[config.mk]
export PLATFORM = sky130hd
export DESIGN_NAME = adc_serial_emu
export DESIGN_NICKNAME = d
export VERILOG_FILES = /design/src/rtl/adc_emu_pkg.sv /design/src/rtl/edge_sync.sv /design/src/rtl/frame_counter.sv /design/src/rtl/bit_sequencer.sv /design/src/rtl/adc_serial_emu.sv
export SDC_FILE = /design/constraint.sdc
export NUM_CORES = 1
export LEC_CHECK = 0
export ABC_AREA = 1
export CAP_MARGIN = 30
export CORE_MARGIN = 8
export CORE_UTILIZATION = 50
export CTS_CLUSTER_DIAMETER = 80
export DETAILED_ROUTE_END_ITERATION = 6
export GPL_TIMING_DRIVEN = 0
export PLACE_DENSITY = 0.74
export SETUP_SLACK_MARGIN = 0.4
export SLEW_MARGIN = 10
export SYNTH_ARGS = -nofsm -noshare
export SYNTH_HDL_FRONTEND = slang
export SYNTH_HIERARCHICAL = 1
export SYNTH_SLANG_ARGS = --single-unit
[constraint.sdc]
create_clock -name clk -period 2.3 [get_ports clk]
set_input_delay 0.46 -clock clk [delete_from_list [all_inputs] [get_ports clk]]
set_output_delay 0.46 -clock clk [all_outputs]
set_load 0.1 [all_outputs]
[src/rtl/adc_emu_pkg.sv]
package adc_emu_pkg;

  // Value a frame slot puts on the pin: drive=0 means high impedance.
  typedef struct packed {
    logic drive;
    logic bit_val;
  } out_slot_t;

  localparam out_slot_t SLOT_HIZ = '{drive: 1'b0, bit_val: 1'b0};

endpackage

[src/rtl/edge_sync.sv]
module edge_sync #(
  parameter int   STAGES  = 2,
  parameter logic RST_VAL = 1'b0
) (
  input  logic clk,
  input  logic rst,
  input  logic din,
  output logic level,
  output logic rise,
  output logic fall
);

  logic [STAGES-1:0] chain_q;
  logic              prev_q;

  generate
    if (STAGES == 1) begin : g_one
      always_ff @(posedge clk) begin
        if (rst) chain_q <= RST_VAL;
        else     chain_q <= din;
      end
    end else begin : g_many
      always_ff @(posedge clk) begin
        if (rst) chain_q <= {STAGES{RST_VAL}};
        else     chain_q <= {chain_q[STAGES-2:0], din};
      end
    end
  endgenerate

  always_ff @(posedge clk) begin
    if (rst) prev_q <= RST_VAL;
    else     prev_q <= chain_q[STAGES-1];
  end

  assign level = chain_q[STAGES-1];
  assign rise  = level & ~prev_q;
  assign fall  = ~level & prev_q;

endmodule

[src/rtl/frame_counter.sv]
module frame_counter #(
  parameter int CNT_MAX = 22,
  parameter int CNT_W   = $clog2(CNT_MAX + 1)
) (
  input  logic             clk,
  input  logic             rst,
  input  logic             clear,
  input  logic             step,
  output logic [CNT_W-1:0] count
);

  localparam logic [CNT_W-1:0] LIMIT = CNT_W'(CNT_MAX);

  logic [CNT_W-1:0] count_q;

  always_ff @(posedge clk) begin
    if (rst || clear)                 count_q <= '0;
    else if (step && count_q != LIMIT) count_q <= count_q + 1'b1;
  end

  assign count = count_q;


  cnt_saturate_chk: assert property (@(posedge clk) disable iff (rst)
    (count_q == LIMIT && !clear) |=> (count_q == LIMIT));

endmodule

[src/rtl/bit_sequencer.sv]
module bit_sequencer
  import adc_emu_pkg::*;
#(
  parameter int DATA_W = 10,
  parameter int LEAD   = 2,
  parameter int CNT_W  = 5
) (
  input  logic [CNT_W-1:0]  count,
  input  logic [DATA_W-1:0] word,
  output out_slot_t         slot
);

  localparam logic [CNT_W-1:0] NULL_AT  = CNT_W'(LEAD);
  localparam logic [CNT_W-1:0] LSB_AT   = CNT_W'(LEAD + DATA_W);
  localparam logic [CNT_W-1:0] LAST_AT  = CNT_W'(LEAD + 2 * DATA_W - 1);

  logic [CNT_W-1:0] idx;
  logic             in_word;
  logic             sel_bit;

  always_comb begin
    idx     = '0;
    in_word = 1'b0;
    if (count > NULL_AT && count <= LSB_AT) begin
      idx     = LSB_AT - count;       // descending half
      in_word = 1'b1;
    end else if (count > LSB_AT && count <= LAST_AT) begin
      idx     = count - LSB_AT;       // ascending replay
      in_word = 1'b1;
    end
  end

  always_comb begin
    sel_bit = 1'b0;
    for (int i = 0; i < DATA_W; i++) begin
      if (idx == CNT_W'(i)) sel_bit = word[i];
    end
  end

  always_comb begin
    slot = SLOT_HIZ;
    if (count == NULL_AT) begin
      slot.drive   = 1'b1;
      slot.bit_val = 1'b0;
    end else if (in_word) begin
      slot.drive   = 1'b1;
      slot.bit_val = sel_bit;
    end
  end

endmodule

[src/rtl/adc_serial_emu.sv]
module adc_serial_emu
  import adc_emu_pkg::*;
#(
  parameter int DATA_W      = 10,
  parameter int LEAD_CLKS   = 2,
  parameter int SYNC_STAGES = 2
) (
  input  logic              clk,
  input  logic              rst,
  input  logic              spi_csn,
  input  logic              spi_sclk,
  input  logic [DATA_W-1:0] sample_in,
  output logic              sdo,
  output logic              sdo_oe
);

  localparam int CNT_MAX = LEAD_CLKS + 2 * DATA_W;
  localparam int CNT_W   = $clog2(CNT_MAX + 1);

  logic              csn_lvl, csn_rise, csn_fall;
  logic              sck_lvl, sck_rise, sck_fall;
  logic              cs_active, cs_start;
  logic [CNT_W-1:0]  edge_cnt;
  logic [DATA_W-1:0] word_q;
  out_slot_t         slot;
  logic              sdo_q, oe_q;

  edge_sync #(.STAGES(SYNC_STAGES), .RST_VAL(1'b1)) u_cs_sync (
    .clk(clk), .rst(rst), .din(spi_csn),
    .level(csn_lvl), .rise(csn_rise), .fall(csn_fall)
  );

  edge_sync #(.STAGES(SYNC_STAGES), .RST_VAL(1'b0)) u_sck_sync (
    .clk(clk), .rst(rst), .din(spi_sclk),
    .level(sck_lvl), .rise(sck_rise), .fall(sck_fall)
  );

  assign cs_active = ~csn_lvl;
  assign cs_start  = csn_fall;

  // Capture the sample once per frame.
  always_ff @(posedge clk) begin
    if (rst)           word_q <= '0;
    else if (cs_start) word_q <= sample_in;
  end

  frame_counter #(.CNT_MAX(CNT_MAX), .CNT_W(CNT_W)) u_cnt (
    .clk(clk), .rst(rst),
    .clear(~cs_active),
    .step(cs_active & sck_rise),
    .count(edge_cnt)
  );

  bit_sequencer #(.DATA_W(DATA_W), .LEAD(LEAD_CLKS), .CNT_W(CNT_W)) u_seq (
    .count(edge_cnt), .word(word_q), .slot(slot)
  );

  // Registered pin drivers, updated on falling serial edges only.
  always_ff @(posedge clk) begin
    if (rst || !cs_active) begin
      oe_q  <= 1'b0;
      sdo_q <= 1'b0;
    end else if (sck_fall) begin
      oe_q  <= slot.drive;
      sdo_q <= slot.bit_val & slot.drive;
    end
  end

  assign sdo    = sdo_q;
  assign sdo_oe = oe_q;


  cs_idle_hiz_chk: assert property (@(posedge clk) disable iff (rst)
    !cs_active |=> !sdo_oe);


  fall_only_chk: assert property (@(posedge clk) disable iff (rst)
    (cs_active && !sck_fall) |=> ($stable(sdo) && $stable(sdo_oe)));


  null_bit_chk: assert property (@(posedge clk) disable iff (rst)
    (cs_active && sck_fall && edge_cnt == CNT_W'(LEAD_CLKS)) |=> (sdo_oe && !sdo));


  tail_hiz_chk: assert property (@(posedge clk) disable iff (rst)
    (cs_active && sck_fall && edge_cnt == CNT_W'(CNT_MAX)) |=> !sdo_oe);


  word_hold_chk: assert property (@(posedge clk) disable iff (rst)
    (cs_active && !cs_start) |=> $stable(word_q));

  // Unused edge output kept visible for completeness of the sync instance.
  logic unused_ok;
  assign unused_ok = &{1'b0, csn_rise, sck_lvl};

endmodule

# After elaboration in Yosys (flattened, before gate mapping)
# Cells that the tools add are included.
[classes]
order_cmp = 4
n_mux = 16
div_mod_pow = 0
n_bitwise = 8
n_mul = 0
n_shift = 0
reduce_logical = 5
n_addsub = 3
eq_ne = 11
[ops]
columns = ["operator", "n"]
rows = [
  ["$eq 5x3->1 const B", 4],
  ["$eq 5x2->1 const B", 3],
  ["$mux 1", 12],
  ["$eq 5x4->1 const B", 2],
  ["$mux 5", 2],
  ["$add 5x1->5 const B", 1],
  ["$and 1x1->1", 5],
  ["$eq 5x1->1 const B", 1],
  ["$gt 5x2->1 const B", 1],
  ["$gt 5x4->1 const B", 1],
  ["$le 5x4->1 const B", 1],
  ["$le 5x5->1 const B", 1],
  ["$logic_not 5->1", 1],
  ["$ne 5x5->1 const B", 1],
  ["$sub 4x5->5 const A", 1],
  ["$sub 5x4->5 const B", 1],
  ["$mux 2", 2],
  ["$logic_and 1x1->1", 3],
  ["$not 1->1", 3],
  ["$logic_or 1x1->1", 1],
]
[word_totals]
n_memories = 0
latch_bits = 0
out_inout_bits = 2
mem_bits_rw = 0
in_bits = 14
romBits = 0
register_bits = 23

# Depth between registers and ports, before layout
[logic_depth]
ltp_word = 18
mapped_depth = 15

# Modules after synthesis
# The synthesis kept the hierarchy.
[by_module_without_submodules]
columns = ["mod", "n_inst", "seq_area_each_um2", "area_per_inst_um2", "cells_each"]
rows = [
  ["bit_sequencer", 1, 0.0, 495.5, 80],
  ["adc_serial_emu", 1, 240.2, 432.9, 55],
  ["frame_counter", 1, 100.1, 276.5, 40],
  ["edge_sync at u_cs_sync", 1, 60.1, 97.6, 13],
  ["edge_sync at u_sck_sync", 1, 60.1, 93.8, 12],
]

# Worst setup path after synthesis
# Ideal clock, no wire load.
[synth_timing]
kind = "register to register"
start = "register u_cnt.count_q[2] (netlist: u_cnt/count[2])"
end = "register sdo_q (netlist: sdo)"
arrival_time_ns = 1.800
stages_incl_launch_ff = 16
required_time_ns = 2.230
period_less_slack_ns = 1.870
setup_time_ns = 0.070
n_path_buf = 0
slack_ns = 0.430
path_cell_list = "dfxtp_1 -> inv_1 -> ha_1 -> nand3_2 -> nand2_1 -> inv_2 -> nand3_4 -> nand2_4 -> nand3_2 -> nand2_1 -> inv_2 -> nand2_2 -> nand3_2 -> a21oi_2 -> nand3_1 -> a21oi_1"
[synth_lines]
columns = ["item", "line_no", "source"]
rows = [
  ["start: declaration", "frame_counter.sv:14", "logic [CNT_W-1:0] count_q;"],
  ["start signal: assignment", "frame_counter.sv:18", "else if (step && count_q != LIMIT) count_q <= count_q + 1'b1;"],
  ["end signal: assignment", "adc_serial_emu.sv:65", "sdo_q <= slot.bit_val & slot.drive;"],
  ["end: declaration", "adc_serial_emu.sv:26", "logic sdo_q, oe_q;"],
]

==> impl_metrics.yaml <==
status:
  status: "finished clean"
setup_path:
  r2r-end: "sdo"
  crit_required_ns: 2.55
  crit_fanout: 6
  start_kind: "register"
  reg2reg_from: "u_cnt/count[3]"
  reg2reg_depth: 13
  path_class: "register to register"
  ff2ff_setup_slack_ns: 0.37
  crit_arrival_ns: 2.18
  endpoint_kind: "register"
power:
  p_int_w: 0.0005087
  seqPwrFrac: 0.628
  powerDensity_nw_per_um2: 382.3
  leakagePower_nw: 0.7761
  p_sw_w: 0.0001528
  power_frac_comb: 0.089
  ir_drop_v: 0.0004498
  clkPwrFrac: 0.283
  netSwitchingFraction: 0.2310
sta:
  skew_ns: 0.01030
  hold_viol: 0
  period_needed_ns: 1.931
  setup_viol_count_final: 0
  finalSetupTns_ns: 0
  slew_headroom: 0.6333
  worst_pin_slew_ns: 0.5526
  rsz0062_at_grt: "true"
  fmax_mhz: 517.8
  post-route-period-util: 0.8396
  drv_slew: 0
global_routing:
  grt_pass1_vias: 1178
  grt_pass1_wl_microns: 4892
  grtUsageTotal: 0.1312
  antenna_found_initial: 0
  grt_max_degree: 13
  grt.overflow.total: 0
drt:
  wire_per_inst_microns: 12.23
  viasPerCell: 5.133
  vias: 1314
  drt_iter0_markers: 78
  first_pass_iters: 4
  ant_nets: 0
  wl_microns: 3131
  drc_errors: 0
clocking:
  htreeDepth: 1
  ctsHoldBuffers: 0
  cts_sinks: 23
  clk_path_buf_depth: 2
  clk_pin_slew_ns: 0.12
  tritoncts: "yes"
  cts_root_buf: "clkbuf_4"
  clk_latency_ns: 0.31
  numCtsBuffers: 3
synth:
  syn_area_per_cell_sq_um: 6.998
  synth_area_sq_um: 1393
  synth_nets: 221
  synthCells: 199
  yosys_warnings: 6
place:
  dp_hpwl_microns: 2291
  dp_cells: 245
  numPortBuffers: 15
  gp_congestion: 0.8585
hold_path:
  hold_path_class: "register to register"
  hold_path_depth: 2
  hp-start: "u_sck_sync/chain_q[0]"
  holdPathEnd: "u_sck_sync/chain_q[1]"
final_layout:
  fill_cells: 234
  insertedDiodeCount: 0
  area_growth_pct: 24.26
  stdcell_count: 256
  layout.nets: 248
  finish.utilization: 0.6385
  drive_gt1_frac: 0.2622
job:
  max_cap_viol_count: 0
floorplan:
  fp-row-count: 19
  start_util: 0.5139
  chipWidth_microns: 68.78
  io-pin-count: 16
  die_y_microns: 68.78
  design.die.area_sq_um: 4730
  core_sq_um: 2710
==> flip-flops by register name, summed over array words and instances, names as in the netlist <==
register            cells
u_cnt/count             5
u_cs_sync/chain_q       2
word_q                 10
sdo                     1
u_sck_sync/chain_q      2
u_cs_sync/prev_q        1
u_sck_sync/prev_q       1
sdo_oe                  1
==> worst max-delay path: stages (launching register included) <==
cell	delay, ns
dfxtp_2	0.35
inv_2	0.06
ha_1	0.21
a21oi_2	0.22
nand2_4	0.12
nand3_4	0.12
nand2_4	0.08
nand2_1	0.07
nand3_1	0.10
nand3_2	0.08
nand3_2	0.06
a21oi_2	0.15
nand3_1	0.10
a21oi_2	0.14
==> layer usage <==
layer | part of all wire | global-route usage
met1 | 0.44 | 0.1615
met4 | 0.013 | 0.04511
met3 | 0.033 | 0.03069
met2 | 0.51 | 0.2195
met5 | 0 | 0
==> how the worst max path moves through the flow <==
stage	from	endpoint	slack (ns)	cells past startpoint
after floorplan	u_cnt/count[2]	sdo	0.43	15
after global routing	u_cnt/count[1]	sdo	0.30	13
after detailed placement	u_cnt/count[2]	sdo	0.13	15
after CTS	u_cnt/count[1]	sdo	0.40	13
final	u_cnt/count[3]	sdo	0.37	13
after global placement	u_cnt/count[2]	sdo	0.21	15
==> cell usage in the layout, fill, tap and decap left out, types with 2 or more instances in the layout <==
cell	instances
nor2_1	39
nand2_1	27
inv_1	26
dfxtp_1	18
clkdlybuf4s50_1	13
nand3_1	11
o21ai_1	10
inv_2	8
nand2_2	8
buf_4	7
ha_1	7
nand3_2	6
a21oi_1	4
a21oi_2	3
clkbuf_4	3
nor2_2	3
dfxtp_4	3
nand3_4	3
xor2_1	3
o21ai_2	2
clkdlybuf4s15_2	2
nand4_1	2
dfxtp_2	2
nand2_4	2
==> cell type report <==
| cell class | instances | area, sq um | share of cell area |
|---|---|---|---|
| flip-flops and latches | 23 | 474.2 | 0.2740 |
| well taps | 31 | 38.79 | 0.02242 |
| plain buffers | 1 | 11.26 | 0.006508 |
| repair buffers | 22 | 205.2 | 0.1186 |
| multi-input cells | 139 | 835.8 | 0.4830 |
| inverters | 36 | 138.9 | 0.08026 |
| clock buffers | 4 | 26.28 | 0.01518 |
==> stage by stage <==
stage	instance area (sq um)	hold slack (ns)	total power, W	setup WS, ns
2_1_floorplan	1393	0.3867	0.0004551	0.4300
3_3_place_gp	1582	0.3925	0.0004844	0.2076
3_5_place_dp	1582	0.4015	0.0004868	0.1301
4_1_cts	1653	0.4208	0.0006685	0.4002
5_1_grt	1730	0.4435	0.0006916	0.2956
6_report	1730	0.4161	0.0006615	0.3689
==> power groups by stage <==
stage               Combinational (W)  Clock, W  Sequential [W]
detailed placement          0.0000586         0        0.000428
floorplan                   0.0000292         0        0.000426
CTS                         0.0000592  0.000194        0.000416
global placement            0.0000567         0        0.000428
global route                0.0000670  0.000208        0.000417
finish                      0.0000591  0.000187        0.000415
==> what timing repair did <==
action,4_1_cts,5_1_grt
endpoints found under the hold margin,0,0
gates cloned,0,0
buffers inserted,4,3
gates resized for setup,13,16
pin swaps,0,11
setup endpoints to repair,3,1
Power figures use the tool's default switching activity.
